### src/rtl/alu_pkg.sv
package alu_pkg;

  typedef enum logic [2:0] {
    OP_ADD = 3'd0,
    OP_SUB = 3'd1,
    OP_AND = 3'd2,
    OP_OR  = 3'd3,
    OP_XOR = 3'd4,
    OP_CMP = 3'd5,
    OP_BR  = 3'd6,
    OP_BAD = 3'd7
  } alu_op_e;

  // flag vector layout {N,Z,C,V}
  localparam int FN = 3;
  localparam int FZ = 2;
  localparam int FC = 1;
  localparam int FV = 0;

  function automatic logic op_is_arith(alu_op_e op);
    return (op == OP_ADD) || (op == OP_SUB) || (op == OP_CMP);
  endfunction

  function automatic logic op_is_legal(alu_op_e op);
    return (op != OP_BR) && (op != OP_BAD);
  endfunction

endpackage

### src/rtl/alu_lane.sv
module alu_lane
  import alu_pkg::*;
#(
  parameter int W = 64
) (
  input  alu_op_e        op,
  input  logic [W-1:0]   a,
  input  logic [W-1:0]   b,
  input  logic           carry_in,
  output logic [W-1:0]   res,
  output logic           carry_out,
  output logic           ovf,
  output logic           zero
);

  logic [W:0]   sum;
  logic [W-1:0] b_eff;
  logic         arith;

  always_comb begin
    arith = op_is_arith(op);
    b_eff = (op == OP_ADD) ? b : ~b;
    sum   = {1'b0, a} + {1'b0, b_eff} + {{W{1'b0}}, carry_in};
    unique case (op)
      OP_AND:  res = a & b;
      OP_OR:   res = a | b;
      OP_XOR:  res = a ^ b;
      OP_ADD,
      OP_SUB,
      OP_CMP:  res = sum[W-1:0];
      default: res = '0;
    endcase
    carry_out = arith & sum[W];
    ovf       = arith & (a[W-1] == b_eff[W-1]) & (sum[W-1] != a[W-1]);
    zero      = (res == '0);
  end

endmodule

### src/rtl/br_unit.sv
module br_unit #(
  parameter int W = 64
) (
  input  logic [3:0]   cond,
  input  logic [3:0]   nzcv,
  input  logic [W-1:0] base,
  input  logic [W-1:0] offset,
  output logic         taken,
  output logic [W-1:0] target
);

  logic n, z, c, v;
  logic pass;

  always_comb begin
    {n, z, c, v} = nzcv;
    unique case (cond[3:1])
      3'd0: pass = z;
      3'd1: pass = c;
      3'd2: pass = n;
      3'd3: pass = v;
      3'd4: pass = c & ~z;
      3'd5: pass = (n == v);
      3'd6: pass = ~z & (n == v);
      default: pass = 1'b1;
    endcase
    // odd codes invert, except the always pair
    taken  = (cond[0] && cond[3:1] != 3'd7) ? ~pass : pass;
    target = base + offset;
  end

endmodule

### src/rtl/alu_out_stage.sv
module alu_out_stage #(
  parameter int W = 64
) (
  input  logic         clk,
  input  logic         rst_n,
  input  logic [1:0]   acc,
  input  logic         wide_acc,
  input  logic         br_acc,
  input  logic [W-1:0] res0,
  input  logic [W-1:0] res1,
  input  logic [3:0]   nzcv0,
  input  logic [3:0]   nzcv1,
  input  logic         br_taken,
  input  logic [W-1:0] br_target,
  output logic [1:0]   valid_q,
  output logic         wide_q,
  output logic         br_valid_q,
  output logic [W-1:0] res0_q,
  output logic [W-1:0] res1_q,
  output logic [3:0]   nzcv0_q,
  output logic [3:0]   nzcv1_q,
  output logic         br_taken_q,
  output logic [W-1:0] br_target_q
);

  logic [1:0] valid_d;
  logic       wide_d;
  logic       br_valid_d;
  logic       en0, en1, en_br;

  always_comb begin
    valid_d    = acc;
    wide_d     = wide_acc;
    br_valid_d = br_acc;
    en0        = acc[0];
    en1        = acc[1];
    en_br      = br_acc;
  end

  always_ff @(posedge clk or negedge rst_n) begin
    if (!rst_n) begin
      valid_q    <= '0;
      wide_q     <= 1'b0;
      br_valid_q <= 1'b0;
    end else begin
      valid_q    <= valid_d;
      wide_q     <= wide_d;
      br_valid_q <= br_valid_d;
    end
  end

  always_ff @(posedge clk or negedge rst_n) begin
    if (!rst_n) begin
      res0_q  <= '0;
      nzcv0_q <= '0;
    end else if (en0) begin
      res0_q  <= res0;
      nzcv0_q <= nzcv0;
    end
  end

  always_ff @(posedge clk or negedge rst_n) begin
    if (!rst_n) begin
      res1_q  <= '0;
      nzcv1_q <= '0;
    end else if (en1) begin
      res1_q  <= res1;
      nzcv1_q <= nzcv1;
    end
  end

  always_ff @(posedge clk or negedge rst_n) begin
    if (!rst_n) begin
      br_taken_q  <= 1'b0;
      br_target_q <= '0;
    end else if (en_br) begin
      br_taken_q  <= br_taken;
      br_target_q <= br_target;
    end
  end


  wide_pair_chk: assert property (@(posedge clk) disable iff (!rst_n)
    wide_q |-> (valid_q == 2'b11));


  br_excl_chk: assert property (@(posedge clk) disable iff (!rst_n)
    br_valid_q |-> !valid_q[0]);


  wide_zero_chk: assert property (@(posedge clk) disable iff (!rst_n)
    (wide_q && nzcv1_q[2]) |-> (res0_q == '0 && res1_q == '0));

endmodule

### src/rtl/dual_lane_alu.sv
module dual_lane_alu
  import alu_pkg::*;
#(
  parameter int XLEN = 64
) (
  input  logic            clk,
  input  logic            rst_n,
  input  logic            wide_i,
  input  logic [1:0]      in_valid_i,
  input  logic [2:0]      lane0_op_i,
  input  logic [XLEN-1:0] lane0_a_i,
  input  logic [XLEN-1:0] lane0_b_i,
  input  logic [2:0]      lane1_op_i,
  input  logic [XLEN-1:0] lane1_a_i,
  input  logic [XLEN-1:0] lane1_b_i,
  input  logic [3:0]      br_cond_i,
  input  logic [3:0]      br_nzcv_i,
  output logic [1:0]      out_valid_o,
  output logic [XLEN-1:0] lane0_res_o,
  output logic [XLEN-1:0] lane1_res_o,
  output logic [3:0]      lane0_nzcv_o,
  output logic [3:0]      lane1_nzcv_o,
  output logic            wide_o,
  output logic            br_valid_o,
  output logic            br_taken_o,
  output logic [XLEN-1:0] br_target_o
);

  localparam int NLANE = 2;

  // reset: asserted asynchronously, released on the clock
  logic rst_meta_q, rst_sync_n;
  always_ff @(posedge clk or negedge rst_n) begin
    if (!rst_n) begin
      rst_meta_q <= 1'b0;
      rst_sync_n <= 1'b0;
    end else begin
      rst_meta_q <= 1'b1;
      rst_sync_n <= rst_meta_q;
    end
  end

  alu_op_e         op0, op1, lane_op [NLANE];
  logic [XLEN-1:0] lane_a   [NLANE];
  logic [XLEN-1:0] lane_b   [NLANE];
  logic [XLEN-1:0] lane_res [NLANE];
  logic            lane_cin [NLANE];
  logic            lane_cout[NLANE];
  logic            lane_ovf [NLANE];
  logic            lane_zero[NLANE];
  logic [1:0]      acc;
  logic            wide_acc, br_acc;
  logic [3:0]      nzcv0, nzcv1;
  logic            br_taken;
  logic [XLEN-1:0] br_target;

  always_comb begin
    op0 = alu_op_e'(lane0_op_i);
    op1 = alu_op_e'(lane1_op_i);

    wide_acc = wide_i & in_valid_i[0] & op_is_legal(op0);
    br_acc   = ~wide_i & in_valid_i[0] & (op0 == OP_BR);
    acc[0]   = in_valid_i[0] & op_is_legal(op0);
    acc[1]   = wide_i ? wide_acc : (in_valid_i[1] & op_is_legal(op1));

    lane_op[0] = op0;
    lane_op[1] = wide_i ? op0 : op1;
    lane_a[0]  = lane0_a_i;
    lane_b[0]  = lane0_b_i;
    lane_a[1]  = lane1_a_i;
    lane_b[1]  = lane1_b_i;

    lane_cin[0] = (op0 == OP_SUB) || (op0 == OP_CMP);
    lane_cin[1] = wide_i ? lane_cout[0]
                         : ((op1 == OP_SUB) || (op1 == OP_CMP));
  end

  for (genvar gi = 0; gi < NLANE; gi++) begin : g_lane
    alu_lane #(.W(XLEN)) u_lane (
      .op        (lane_op[gi]),
      .a         (lane_a[gi]),
      .b         (lane_b[gi]),
      .carry_in  (lane_cin[gi]),
      .res       (lane_res[gi]),
      .carry_out (lane_cout[gi]),
      .ovf       (lane_ovf[gi]),
      .zero      (lane_zero[gi])
    );
  end

  always_comb begin
    nzcv0 = {lane_res[0][XLEN-1], lane_zero[0], lane_cout[0], lane_ovf[0]};
    nzcv1 = {lane_res[1][XLEN-1],
             wide_i ? (lane_zero[0] & lane_zero[1]) : lane_zero[1],
             lane_cout[1], lane_ovf[1]};
  end

  br_unit #(.W(XLEN)) u_br (
    .cond   (br_cond_i),
    .nzcv   (br_nzcv_i),
    .base   (lane0_a_i),
    .offset (lane0_b_i),
    .taken  (br_taken),
    .target (br_target)
  );

  alu_out_stage #(.W(XLEN)) u_out (
    .clk         (clk),
    .rst_n       (rst_sync_n),
    .acc         (acc),
    .wide_acc    (wide_acc),
    .br_acc      (br_acc),
    .res0        (lane_res[0]),
    .res1        (lane_res[1]),
    .nzcv0       (nzcv0),
    .nzcv1       (nzcv1),
    .br_taken    (br_taken),
    .br_target   (br_target),
    .valid_q     (out_valid_o),
    .wide_q      (wide_o),
    .br_valid_q  (br_valid_o),
    .res0_q      (lane0_res_o),
    .res1_q      (lane1_res_o),
    .nzcv0_q     (lane0_nzcv_o),
    .nzcv1_q     (lane1_nzcv_o),
    .br_taken_q  (br_taken_o),
    .br_target_q (br_target_o)
  );


  lane0_latency_chk: assert property (@(posedge clk) disable iff (!rst_sync_n)
    (in_valid_i[0] && lane0_op_i <= 3'd5) |=> out_valid_o[0]);


  lane1_br_reject_chk: assert property (@(posedge clk) disable iff (!rst_sync_n)
    (!wide_i && in_valid_i[1] && lane1_op_i == 3'd6) |=> !out_valid_o[1]);


  wide_br_reject_chk: assert property (@(posedge clk) disable iff (!rst_sync_n)
    (wide_i && lane0_op_i == 3'd6) |=> (!br_valid_o && out_valid_o == 2'b00));


  logic_flags_chk: assert property (@(posedge clk) disable iff (!rst_sync_n)
    (!wide_i && in_valid_i[1] && lane1_op_i inside {3'd2, 3'd3, 3'd4})
      |=> (lane1_nzcv_o[1:0] == 2'b00));

endmodule

### config.mk
export PLATFORM = sky130hd
export DESIGN_NAME = dual_lane_alu
export DESIGN_NICKNAME = d
export VERILOG_FILES = /design/src/rtl/alu_pkg.sv /design/src/rtl/alu_lane.sv /design/src/rtl/br_unit.sv /design/src/rtl/alu_out_stage.sv /design/src/rtl/dual_lane_alu.sv
export SDC_FILE = /design/constraint.sdc
export NUM_CORES = 1
export LEC_CHECK = 0
export BUFFER_PORTS_ARGS = -buffer_cell sky130_fd_sc_hd__buf_2
export CAP_MARGIN = 20
export CORE_MARGIN = 1
export CORE_UTILIZATION = 45
export DETAILED_ROUTE_END_ITERATION = 12
export PLACE_DENSITY = 0.71
export SETUP_SLACK_MARGIN = 0.02
export SLEW_MARGIN = 40
export SYNTH_ARGS = -nofsm -noshare
export SYNTH_HDL_FRONTEND = slang
export SYNTH_SLANG_ARGS = --single-unit
### constraint.sdc
create_clock -name clk -period 6.5 [get_ports clk]
set_clock_uncertainty 0.05 [all_clocks]
set_input_delay 1.3 -clock clk [delete_from_list [all_inputs] [get_ports clk]]
set_output_delay 1.3 -clock clk [all_outputs]
set_load 0.005 [all_outputs]
Yosys cells after proc, flatten, opt, wreduce, memory -nomap -nowiden
Index checks and enable logic that the tools add are counted.

Bits in registers: 207. Output and inout port bits: 205. Logic and storage cells: 97. Input bits: 275.

Muxes and demuxes: 10. Reductions and logical operators: 16. Bitwise logic cells: 26. Add/subtract/negate cells: 5. Equal/unequal tests: 29.

Operators by type and width (number): case mux 64 bit (4 select lines) (2); adder 64 x 64 -> 65 bit (2); adder 65 x 1 -> 65 bit (2); bitwise AND 64 bit (2); logical NOT 64 bit (2); 2-to-1 mux 64 bit (2); inverter 64 bit (2); bitwise OR 64 bit (2); bitwise XOR 64 bit (2); adder 64 bit (1); equality test 3 bit, second input constant (9); equality test 3 x 2 -> 1 bit, second input constant (6); bitwise AND 1 bit (15); != test 3 bit, second input constant (5); equality test 3 x 1 -> 1 bit, second input constant (4); logical NOT 3 bit (3); case mux 1 bit (7 select lines) (1); logical OR 1 bit (6); OR reduction 3 bit (2); 2-to-1 mux 1 bit (4); equality test 1 bit (3); logical AND 1 bit (3); 2-to-1 mux 3 bit (1); inverter 1 bit (3); != test 1 bit (2).

Longest topological paths before layout
Word-level depth: 11. Depth in mapped cells: 45. Mapped depth without buffers: 35.

Modules after synthesis
A second synthesis with hierarchy kept.

Cell total of the unflattened synthesis: 3593. Area total of the unflattened synthesis: 28925.2 µm².

By module, submodules not included: alu_lane at g_lane[0].u_lane (sequential area each 0.0 µm², times used 1, cells each 1290, area an instance 8595.7 µm²); alu_lane at g_lane[1].u_lane (sequential area each 0.0 µm², times used 1, cells each 1270, area an instance 8518.2 µm²); alu_out_stage (sequential area each 5129.9 µm², times used 1, cells each 429, area an instance 7757.4 µm²); br_unit (sequential area each 0.0 µm², times used 1, cells each 583, area an instance 3857.4 µm²); dual_lane_alu (sequential area each 50.0 µm², times used 1, cells each 21, area an instance 196.4 µm²).

Least setup slack after synthesis
No wires, ideal clock.

Path kind: input -> register. Start point: in lane0_op_i[0]. End point: reg u_out.nzcv1_q[2]. Data arrival time: 10.275 ns. Setup time: 0.068 ns. Slack: -3.893 ns. Stages: 45. Cell sequence: clkbuf_1 clkbuf_1 buf_2 buf_2 buf_2 buf_2 buf_2 buf_2 nor3_1 buf_1 clkbuf_1 xnor2_1 fa_1 fa_1 a211oi_1 o31a_1 a21o_1 a21o_1 (+9 left out) a31oi_1 fa_1 inv_1 fa_1 a21o_1 a221oi_4 o211a_1 nor4_1 or3_1 a211oi_1 nand4_1 nor3_1 and4_1 nand4_1 or4_1 nor3_1 and4_1 a32o_1.

Word-level cells in the longest chain between the ends: 11. Elaborated cells between the ends (all ways): 37. Classes of those cells: 4 x add/sub; 12 x eq/ne; 8 x mux; 3 x bitwise; 10 x reduce/logical.

Ends and longest elaborated chain: from (decl) (line dual_lane_alu.sv:10) `input logic [2:0] lane0_op_i,`; logical NOT 3 bit (line alu_pkg.sv:21, alu_lane.sv:22, alu_lane.sv:24); 2-to-1 mux 64 bit (line alu_lane.sv:22) `b_eff = (op == OP_ADD) ? b : ~b;`; adder 64 x 64 -> 65 bit (line alu_lane.sv:23) `sum = {1'b0, a} + {1'b0, b_eff} + {{W{1'b0}}, carry_in};`; adder 65 x 1 -> 65 bit (line alu_lane.sv:23); bitwise AND 1 bit (line alu_lane.sv:33) `carry_out = arith & sum[W];`; 2-to-1 mux 1 bit (line dual_lane_alu.sv:74) `lane_cin[1] = wide_i ? lane_cout[0]`; adder 65 x 1 -> 65 bit (line alu_lane.sv:23); case mux 64 bit (4 select lines) (line alu_lane.sv:24) `unique case (op)`; logical NOT 64 bit (line alu_lane.sv:35) `zero = (res == '0);`; bitwise AND 1 bit (line dual_lane_alu.sv:94) `wide_i ? (lane_zero[0] & lane_zero[1]) : lane_zero[1],`; 2-to-1 mux 1 bit (line dual_lane_alu.sv:94); to (signal assigned) (line alu_out_stage.sv:68) `nzcv1_q <= nzcv1;`; to (decl) (line alu_out_stage.sv:21) `output logic [3:0] nzcv1_q,`.

Several ways; a longest one is shown, not always the timed one. A chain may end at the register's enable or synchronous reset.

Final worst setup path
Start point: in lane0_op_i[1]. End point: reg u_out.nzcv1_q[2].

The elaborated chain is that of the path after synthesis.

==> impl_metrics.env <==
export IMPL_core_area_sq_um=58100
export IMPL_nets=5229
export IMPL_slew_headroom_pct=45.2
export IMPL_cts_buffers=26
export IMPL_worstRegToRegCells=1
export IMPL_cp_max_fo=8
export IMPL_grt_pass1_wl_mm=165
export IMPL_drt_pass1_iter_count=12
export IMPL_fp_dieW_microns=245
export IMPL_finalWorstSetupSlack_ps=-2100
export IMPL_cts_root_buffer="clkbuf_16"
export IMPL_hold_path_class="reg2async"
export IMPL_ys_seq_area_share_pct=19.2
export IMPL_antenna_found_initial=20
export IMPL_overflow=0
export IMPL_final_period_utilization_pct=132
export IMPL_dieArea_sq_um=60200
export IMPL_p_int_mw=4.41
export IMPL_viasPerCell=5.71
export IMPL_max_cap_violations=0
export IMPL_wl_mm=109
export IMPL_fp_row_count=88
export IMPL_fmax_mhz=116
export IMPL_synth_area_leader_cell="dfrtp_1"
export IMPL_worstSkewPairLatency_ps=580
export IMPL_ir_drop_v=0.000212
export IMPL_cp_buffers_inverters=6
export IMPL_hold_violations=0
export IMPL_status="finished with violations"
export IMPL_cp_required_ps=6970
export IMPL_die_h_microns=245
export IMPL_p_total_mw=7.52
export IMPL_start_kind="primary input"
export IMPL_hpwl_mm=86.9
export IMPL_power_frac_seq_pct=23.4
export IMPL_clock_sinks=205
export IMPL_regToRegSetupSlack_ps=5080
export IMPL_cp_num_cells=38
export IMPL_synth_edf_count=0
export IMPL_p_sw_share_pct=41.4
export IMPL_io_buffers=479
export IMPL_num_vias=30600
export IMPL_slowest_stage="or4_4"
export IMPL_pwr_share_clk_pct=19.7
export IMPL_setup_viol=60
export IMPL_synthCells=3535
export IMPL_power_frac_comb_pct=56.9
export IMPL_drive_gt1_share_pct=32.2
export IMPL_drt_wirelength_per_cell_microns=20.2
export IMPL_yosys_warnings=0
export IMPL_design_area_sq_um=37100
export IMPL_arrival_ps=9070
export IMPL_grt_max_degree=135
export IMPL_synth_main_ff_cell="dfrtp_1"
export IMPL_first_iter_violations=2739
export IMPL_syn_nets=4197
export IMPL_io_pins=480
export IMPL_grt_pass1_vias=29300
export IMPL_syn_mean_instance_area_sq_um=7.54
export IMPL_worst_pin_slew_ps=813
export IMPL_start_util_pct=45.9
export IMPL_p_leak_nw=18.8
export IMPL_clock_path_buffers=3
export IMPL_critPathTopFamily="compound AO/OA/AOI/OAI gates"
export IMPL_syn_area_sq_um=26700
export IMPL_drv_slew=0
export IMPL_cts_tree="done"
export IMPL_crit_type="in2reg"
export IMPL_finalSetupTns_ps=-47520
export IMPL_rsz0062_at_grt="yes"
export IMPL_route_detailed_drc=2
export IMPL_ant_nets=0
export IMPL_routabilityCongestion=0.994
export IMPL_max_stage_delay_ps=550
export IMPL_p_sw_mw=3.11
export IMPL_cts_clk_slew_worst_paths_ps=60
export IMPL_syn_to_final_growth_pct=39.1
export IMPL_htree_num_levels=1
export IMPL_hold_buffers=0
export IMPL_yosysUniqueCellTypes=96
export IMPL_crit_path_end_kind="flip-flop"
export IMPL_synth_top_area_share_pct=19.2
export IMPL_placed_area_sq_um=34700
export IMPL_violations="design-rule violations, negative setup slack"
export IMPL_post_place_ws_ps=-2770
export IMPL_fin_crit_ps=8600
export IMPL_async_flop_share_pct=100
export IMPL_synth_area_top_cells="dfrtp_1, ha_1, xnor2_1"
export IMPL_grt_usage_pct=34.6
export IMPL_nFillCells=5163
export IMPL_yosys_register_bits=205
export IMPL_p_per_area_nw_per_um2=203
## power by group through the flow
stage          Combinational, mW  Sequential, mW  Clock, mW
2_1_floorplan               1.99            1.78          0
3_3_place_gp                3.88            1.77          0
3_5_place_dp                3.91            1.77          0
4_1_cts                     4.05            1.75       1.50
5_1_grt                     4.62            1.78       1.55
6_report                    4.28            1.76       1.48
## area by class of cell
type | instances | area [sq um] | share of cell area [%]
clock inverter | 13 | 139 | 0.374
multi-input combinational | 2818 | 20800 | 56.1
inverter | 306 | 1150 | 3.10
tap | 765 | 957 | 2.58
antenna | 18 | 45.0 | 0.121
timing repair buffer | 1210 | 8160 | 22.0
sequential | 205 | 5130 | 13.8
clock buffer | 33 | 697 | 1.88
## layout by cell type, fill, tap and decap left out, drive strengths merged, types with 11 or more instances in the layout
master,count
a222oi,33
clkbuf,33
nand2b,30
a21oi,303
ha,382
nor3,42
o21bai,27
and3,26
o21ai,311
nand3,40
a221oi,33
nand4,54
mux2,12
a21o,105
or3,14
o211ai,23
o21a,34
o31ai,17
nand2,375
mux2i,12
xnor2,213
nor2,284
buf,1210
diode,18
a211o,11
inv,306
nor4,14
xor2,79
a22oi,12
a211oi,86
nor2b,24
dfrtp,205
a31oi,38
and4,13
## synth_stat cells, types with 8 or more instances
cell type	count
nand4_1	54
a221oi_1	30
nor2b_1	24
and4_1	13
a21oi_1	300
inv_1	304
or3_1	14
o211a_1	9
a211oi_1	86
and2_1	9
a22oi_1	12
ha_1	382
and3_1	26
xor2_1	79
a31oi_1	36
dfrtp_1	205
a221o_1	8
nor3_1	42
buf_2	25
o21ai_0	279
clkbuf_1	162
nor2_1	284
mux2i_1	12
xnor2_1	213
o211ai_1	23
nand2_1	375
a21o_1	105
a211o_1	11
nand2b_1	30
a222oi_1	33
nand3_1	40
o21a_1	34
o31ai_1	16
o21ai_1	32
nor4_1	13
mux2_2	12
buf_1	15
o21bai_1	26
## metrics by stage
step           hold WS, ps  util, %  instances
5_1_grt                319     63.8       5358
2_1_floorplan          281        -       3535
3_3_place_gp           284     59.7       5268
6_report               287     63.8       5368
3_5_place_dp           290     59.8       5268
4_1_cts                306     62.3       5336
## cell families after synthesis
group,Yosys count,synth area share (%)
adder cells (fa/ha/maj),387,18.3
AND/OR/NAND/NOR,971,16.7
other,1,0.0141
flip-flops,205,19.2
AO/OA/AOI/OAI,1142,27.8
buffers and inverters,512,7.37
multiplexers,25,1.04
XOR/XNOR,292,9.59
## worst paths after layout
| path | start | to |
|---|---|---|
| setup / recovery | lane0_op_i[1] | u_out.nzcv1_q[2] |
| hold / removal | rst_sync_n | u_out.res1_q[62] |
| setup reg to reg | rst_sync_n | u_out.res0_q[18] |
| hold reg to reg | rst_sync_n | u_out.res1_q[62] |
| max in group asynchronous | rst_sync_n | u_out.res0_q[18] |
| min in group clk | rst_meta_q | rst_sync_n |
## state kept, by name, summed over array words and instances (netlist names)
signal,cells
u_out.nzcv0_q,4
u_out.br_taken_q,1
u_out.res0_q,63
u_out.nzcv1_q,4
u_out.br_valid_q,1
u_out.wide_q,1
u_out.res1_q,63
rst_sync_n,1
u_out.br_target_q,64
u_out.valid_q,2
rst_meta_q,1
## repair_timing
item                       4_1_cts  5_1_grt
setup endpoints to repair       60       62
hold endpoints to repair         0        0
buffers inserted                25       38
cloned                           2        0
pin swaps                       61      149
gates resized for setup         88      130
## routing by layer
layer,vias up,GRT usage (%),part of all wire [%]
met5,-,0,0.035
met4,6,14.2,4.7
met3,222,4.55,7.5
met2,1228,58.3,47
met1,14600,44.5,41
li1,14600,-,-
Note: power is estimated with default switching activity, not from simulation.
